===== src/rtl/dss_pkg.sv =====
package dss_pkg;
   typedef enum logic [1:0] {
      TERM_NORMAL    = 2'd0,
      TERM_MARK_STOP = 2'd1,
      TERM_SKIP_END  = 2'd2
   } term_e;

   typedef struct packed {
      logic mismatch;
      logic xfer;
      logic skip;
      logic stop_now;
   } verdict_t;
endpackage


===== src/rtl/dss_advance.sv =====
// Next-position arithmetic: sector step, head flip, cylinder step.
module dss_advance #(
   parameter int CYL_W     = 8,
   parameter int SEC_W     = 8,
   parameter int FIRST_SEC = 1,
   parameter bit MT_ENABLE = 1'b1
) (
   input  logic [CYL_W-1:0] cyl_i,
   input  logic             head_i,
   input  logic [SEC_W-1:0] sec_i,
   input  logic [SEC_W-1:0] eot_i,
   input  logic             mt_i,
   output logic [CYL_W-1:0] cyl_o,
   output logic             head_o,
   output logic [SEC_W-1:0] sec_o,
   output logic             track_done_o
);
   localparam logic [SEC_W-1:0] SEC_ONE = SEC_W'(FIRST_SEC);

   logic mt_eff;
   logic at_eot;
   logic flip_head;

   generate
      if (MT_ENABLE) begin : g_mt
         assign mt_eff = mt_i;
      end else begin : g_single
         assign mt_eff = 1'b0;
      end
   endgenerate

   assign at_eot    = (sec_i == eot_i);
   assign flip_head = mt_eff & ~head_i;

   always_comb begin
      cyl_o  = cyl_i;
      head_o = head_i;
      sec_o  = sec_i + SEC_W'(1);
      if (at_eot) begin
         sec_o = SEC_ONE;
         if (flip_head) begin
            head_o = 1'b1;
         end else begin
            cyl_o = cyl_i + CYL_W'(1);
            if (mt_eff) head_o = 1'b0;
         end
      end
   end

   assign track_done_o = at_eot & ~flip_head;
endmodule


===== src/rtl/dss_judge.sv =====
// Mark comparison and transfer/skip/stop verdict for one sector.
module dss_judge
   import dss_pkg::*;
(
   input  logic     want_del_i,
   input  logic     mark_del_i,
   input  logic     skip_en_i,
   output verdict_t verdict_o
);
   always_comb begin
      verdict_o.mismatch = want_del_i ^ mark_del_i;
      verdict_o.skip     = verdict_o.mismatch & skip_en_i;
      verdict_o.xfer     = ~verdict_o.skip;
      verdict_o.stop_now = verdict_o.mismatch & ~skip_en_i;
   end
endmodule


===== src/rtl/dss_ctrl.sv =====
// Run state, status flags, pulses and termination code.
module dss_ctrl
   import dss_pkg::*;
(
   input  logic     clk,
   input  logic     rst_n,
   input  logic     start_i,
   input  logic     evt_i,
   input  verdict_t verdict_i,
   input  logic     track_done_i,
   input  logic     last_i,
   output logic     accept_o,
   output logic     busy_o,
   output logic     xfer_o,
   output logic     skip_o,
   output logic     mark_o,
   output logic     done_o,
   output term_e    term_o
);
   logic  busy_q, xfer_q, skip_q, mark_q, done_q, skipped_q;
   term_e term_q;
   logic  finish;

   assign accept_o = evt_i & busy_q & ~start_i;
   assign finish   = accept_o & (verdict_i.stop_now | track_done_i | last_i);

   always_ff @(posedge clk) begin
      if (!rst_n) begin
         busy_q    <= 1'b0;
         xfer_q    <= 1'b0;
         skip_q    <= 1'b0;
         mark_q    <= 1'b0;
         done_q    <= 1'b0;
         skipped_q <= 1'b0;
         term_q    <= TERM_NORMAL;
      end else begin
         xfer_q <= accept_o & verdict_i.xfer;
         skip_q <= accept_o & verdict_i.skip;
         done_q <= finish;
         if (start_i) begin
            busy_q    <= 1'b1;
            mark_q    <= 1'b0;
            skipped_q <= 1'b0;
            term_q    <= TERM_NORMAL;
         end else if (accept_o) begin
            if (verdict_i.mismatch) mark_q <= 1'b1;
            if (verdict_i.skip) skipped_q <= 1'b1;
            if (finish) begin
               busy_q <= 1'b0;
               if (verdict_i.stop_now)
                  term_q <= TERM_MARK_STOP;
               else if (skipped_q | verdict_i.skip)
                  term_q <= TERM_SKIP_END;
               else
                  term_q <= TERM_NORMAL;
            end
         end
      end
   end

   assign busy_o = busy_q;
   assign xfer_o = xfer_q;
   assign skip_o = skip_q;
   assign mark_o = mark_q;
   assign done_o = done_q;
   assign term_o = term_q;
endmodule


===== src/rtl/dss_top.sv =====
module dss_top
   import dss_pkg::*;
#(
   parameter int CYL_W     = 8,
   parameter int SEC_W     = 8,
   parameter int FIRST_SEC = 1,
   parameter bit MT_ENABLE = 1'b1
) (
   input  logic             clk,
   input  logic             rst_n,
   input  logic             cmd_start,
   input  logic [CYL_W-1:0] cmd_cyl,
   input  logic             cmd_head,
   input  logic [SEC_W-1:0] cmd_sec,
   input  logic [SEC_W-1:0] cmd_eot,
   input  logic             cmd_mt,
   input  logic             cmd_sk,
   input  logic             cmd_want_del,
   input  logic             sec_evt,
   input  logic             sec_del_mark,
   input  logic             sec_last,
   output logic             busy,
   output logic             xfer_pulse,
   output logic             skip_pulse,
   output logic             ctrl_mark,
   output logic             done,
   output logic [CYL_W-1:0] res_cyl,
   output logic             res_head,
   output logic [SEC_W-1:0] res_sec,
   output logic [1:0]       term_code
);
   generate
      if (CYL_W < 1) begin : g_bad_cyl
         $error("dss_top: CYL_W must be at least 1");
      end
      if (SEC_W < 2) begin : g_bad_sec
         $error("dss_top: SEC_W must be at least 2");
      end
      if (FIRST_SEC < 0 || FIRST_SEC >= (1 << SEC_W)) begin : g_bad_first
         $error("dss_top: FIRST_SEC does not fit in SEC_W bits");
      end
   endgenerate

   logic [CYL_W-1:0] cyl_q, cyl_n;
   logic             head_q, head_n;
   logic [SEC_W-1:0] sec_q, sec_n;
   logic [SEC_W-1:0] eot_q;
   logic             mt_q, sk_q, want_q;
   logic             track_done;
   logic             accept;
   verdict_t         verdict;
   term_e            term;

   always_ff @(posedge clk) begin
      if (!rst_n) begin
         cyl_q  <= '0;
         head_q <= 1'b0;
         sec_q  <= '0;
         eot_q  <= '0;
         mt_q   <= 1'b0;
         sk_q   <= 1'b0;
         want_q <= 1'b0;
      end else if (cmd_start) begin
         cyl_q  <= cmd_cyl;
         head_q <= cmd_head;
         sec_q  <= cmd_sec;
         eot_q  <= cmd_eot;
         mt_q   <= cmd_mt;
         sk_q   <= cmd_sk;
         want_q <= cmd_want_del;
      end else if (accept) begin
         cyl_q  <= cyl_n;
         head_q <= head_n;
         sec_q  <= sec_n;
      end
   end

   dss_advance #(
      .CYL_W(CYL_W), .SEC_W(SEC_W), .FIRST_SEC(FIRST_SEC), .MT_ENABLE(MT_ENABLE)
   ) i_advance (
      .cyl_i(cyl_q), .head_i(head_q), .sec_i(sec_q), .eot_i(eot_q), .mt_i(mt_q),
      .cyl_o(cyl_n), .head_o(head_n), .sec_o(sec_n), .track_done_o(track_done)
   );

   dss_judge i_judge (
      .want_del_i(want_q), .mark_del_i(sec_del_mark), .skip_en_i(sk_q),
      .verdict_o(verdict)
   );

   dss_ctrl i_ctrl (
      .clk(clk), .rst_n(rst_n), .start_i(cmd_start), .evt_i(sec_evt),
      .verdict_i(verdict), .track_done_i(track_done), .last_i(sec_last),
      .accept_o(accept), .busy_o(busy), .xfer_o(xfer_pulse), .skip_o(skip_pulse),
      .mark_o(ctrl_mark), .done_o(done), .term_o(term)
   );

   assign res_cyl   = cyl_q;
   assign res_head  = head_q;
   assign res_sec   = sec_q;
   assign term_code = term;
endmodule


===== config.mk =====
export PLATFORM = sky130hd
export DESIGN_NAME = dss_top
export DESIGN_NICKNAME = d
export VERILOG_FILES = /design/src/rtl/dss_pkg.sv /design/src/rtl/dss_advance.sv /design/src/rtl/dss_judge.sv /design/src/rtl/dss_ctrl.sv /design/src/rtl/dss_top.sv
export SDC_FILE = /design/constraint.sdc
export NUM_CORES = 1
export LEC_CHECK = 0
export BUFFER_PORTS_ARGS = -buffer_cell sky130_fd_sc_hd__buf_2
export CAP_MARGIN = 20
export CORE_MARGIN = 5
export CORE_UTILIZATION = 50
export CTS_CLUSTER_DIAMETER = 60
export DETAILED_ROUTE_END_ITERATION = 7
export GPL_TIMING_DRIVEN = 0
export PLACE_DENSITY_LB_ADDON = 0.3
export SETUP_SLACK_MARGIN = 0.5
export SYNTH_ARGS = -nofsm -noshare
export SYNTH_HDL_FRONTEND = slang
export SYNTH_HIERARCHICAL = 1
export SYNTH_SLANG_ARGS = --single-unit

===== constraint.sdc =====
create_clock -name clk -period 6.1 [get_ports clk]
set_input_delay 0.305 -clock clk [delete_from_list [all_inputs] [get_ports clk]]
set_output_delay 0.305 -clock clk [all_outputs]
set_load 0.02 [all_outputs]

==> impl_metrics.csv <==
group,metric,value,unit
clocking,cts.path.max_buffers,2,
synth,synth_edf_count,0,
sta,setup_viol,0,
synth,ys_warn_count,6,
die,num_rows,23,
hold_path,holdCritStartpoint,"cmd_eot[0]",
drt,dr.pass1.iters,4,
synth,syn_nets,241,
sta,min_period,2.22,ns
run_status,status,"completed",
synth,synth-seq-area-share,34.2,%
setup_path,crit_required,6.28,ns
synth,syn-instance-count,204,
global_routing,grt_antenna_before_repair,0,
drt,avgViaCountPerCell,5.19,
sta,tightest_slew,0.472,ns
sta,finalMaxSlewViolations,0,
sta,period_share,36.3,%
clocking,postCtsSetupRepairBufs,0,
drt,wirelength,4.56,mm
global_routing,grt_pass1_wl,7.45,mm
run,drv_cap,0,
clocking,path_clk_slew,0.08,ns
clocking,clk-insertion-delay-late,0.29,ns
setup_path,path_class,"reg -> reg",
place,dp_cells,311,
synth,ys_types,41,
power,fin_total_pwr,597,uW
synth,yosysTopAreaCellShare,34.2,%
die,die_y,74.9,um
final_layout,insertedDiodeCount,0,
synth,synth_area_per_cell,10.3,um2
sta,hold_viol,0,
final_layout,nNetsFinal,305,
power,p_leak,0.00130,uW
clocking,cts-root-buf,"clkbuf_8",
drt,wl_per_cell,14.3,um
global_routing,grt_pass1_vias,1667,
sta,clock_skew,0.00630,ns
final_layout,fin_util,63.3,%
final_layout,stdcell_count,319,
sta,max_freq,451,MHz
setup_path,critPathCaptureType,"flip-flop",
clocking,cts_hold_buf,0,
final_layout,drive_above_1_share,36.4,%
place,dpl.hpwl,3.38,mm
clocking,htree_levels,2,
clocking,tritoncts.num_buffers,5,
place,numPortBuffers,57,
die,fp.dieW,74.9,um
drt,drc_errors,0,
place,finalWeightedCongestion,0.839,
synth,synth_ff_type,"dfxtp_1",
synth,netlist_area,2110,um2
global_routing,grt_start_max_net_pins,13,
clocking,cts_tree,"done",
power,max-vdd-ir-drop,179,uV
clocking,cts-resized-gates,0,
final_layout,area_growth_syn_to_layout,21.8,%
synth,yosysMostFrequentCell,"dfxtp_1",
sta,rsz0062_at_grt,"no",
setup_path,r2r_start,"res_sec[0]$_SDFFE_PN0P_",
drt,drtAntennaViolNets,0,
setup_path,worstPathMaxFanout,9,
global_routing,grt_overflow,0,
die,core_area,4060,um2
sta,hold_slack,0.268,ns
die,initial_core_util,52.0,%
synth,synthTopCellsByArea,"dfxtp_1, o211a_1, mux2_4",
die,io_pins,58,
power,powerDensity,233,nW/um2
sta,slew_headroom,68.5,%
setup_path,startpoint,"res_sec[0]$_SDFFE_PN0P_",
drt,dr.first_iter.drc_count,114,
global_routing,global_route.usage.total,17.3,%
drt,num_vias,1657,
synth,yosysTopAreaCell,"dfxtp_1",
clocking,cts_num_sinks,36,
setup_path,cp.arrival,2.40,ns
synth,async_flop_share,0,%
sta,setup_tns,0,ns
die,dieArea,5620,um2
hold_path,min_path_type,"in -> reg",
synth,synthTopCellsByCount,"dfxtp_1, o211a_1, nand2b_1",
synth,synth-seq-cells,36,
setup_path,worstSetupStartpointType,"flip-flop",
[path summary, 6_finish.rpt]
check	endpoint	slack (ns)	cells past startpoint
max	res_cyl[1]$_SDFFE_PN0P_	3.88	6
min	eot_q[0]$_SDFFE_PN0P_	0.27	3
max reg2reg	res_cyl[1]$_SDFFE_PN0P_	3.88	6
min reg2reg	i_ctrl/mark_o$_SDFFE_PP0P_	0.48	2
[cells in the final DEF (no fill, tap or decap), types with 2 or more instances in the layout]
cell      count
a21oi_1       3
and2_1        2
and3_1        2
buf_2        59
buf_4         2
clkbuf_1      4
clkbuf_8      5
dfxtp_1      36
ha_1          3
inv_1         4
mux2_2        8
mux2_4       10
mux2i_1      12
nand2_1       3
nand2b_1     14
nand3_1       8
nor2_1       11
nor2b_1      12
nor4_1        5
o211a_1      17
o21ai_0       3
or2b_1        4
xnor2_1      10
xor2_1       11
[metal layers]
| layer | routed length [um] | track usage, % |
|---|---|---|
| met1 | 2150 | 22.3 |
| met2 | 2090 | 28.4 |
| met3 | 268 | 4.54 |
| met4 | 46 | 5.34 |
| met5 | 0 | 0 |
[where the power goes]
| part | switching [uW] | total (uW) | leakage, uW | internal (uW) |
|---|---|---|---|---|
| clock network | 92.1 | 213 | 0.0000541 | 121 |
| logic | 60.0 | 119 | 0.000951 | 58.9 |
| registers | 16.6 | 265 | 0.000297 | 249 |
[flip-flops by register name, summed over array words and instances (netlist names), 2 cells and up]
register       flops
res_cyl            8
i_ctrl/term_o      2
eot_q              8
res_sec            8
[area by class of cell]
class,instances,area [um2]
Buffer,10,71.3
Clock buffer,5,68.8
Clock inverter,3,42.5
Fill cell,343,1490
Inverter,4,15.0
Multi-Input combinational cell,154,1300
Sequential cell,36,721
Tap cell,50,62.6
Timing Repair Buffer,57,285
[per-stage QoR]
step	worst slack, ns	cell area (um2)
after global routing	3.77	2570
after detailed placement	3.92	2460
after global placement	3.92	2460
after CTS	3.90	2570
after floorplan	4.03	2110
final	3.88	2570
[worst max-delay path, stage by stage (launching register included)]
cell	delay, ns
dfxtp_1	0.49
xnor2_1	0.17
nand4_2	0.30
nor3_4	0.32
mux2_2	0.37
mux2_4	0.25
o211a_1	0.20
[cell families (layout without fill, tap and decap cells)]
family | after synthesis | count (layout) | share of synthesized area (%)
and+or+nand+nor | 73 | 73 | 22.3
muxes | 30 | 30 | 17.1
AOI/OAI and AO/OA | 26 | 26 | 11.0
adders and majority gates | 3 | 3 | 1.78
xor gates and xnor gates | 22 | 22 | 9.50
buffers and inverters | 14 | 79 | 4.09
DFF | 36 | 36 | 34.2
Note: power is estimated with default switching activity, not from simulation.
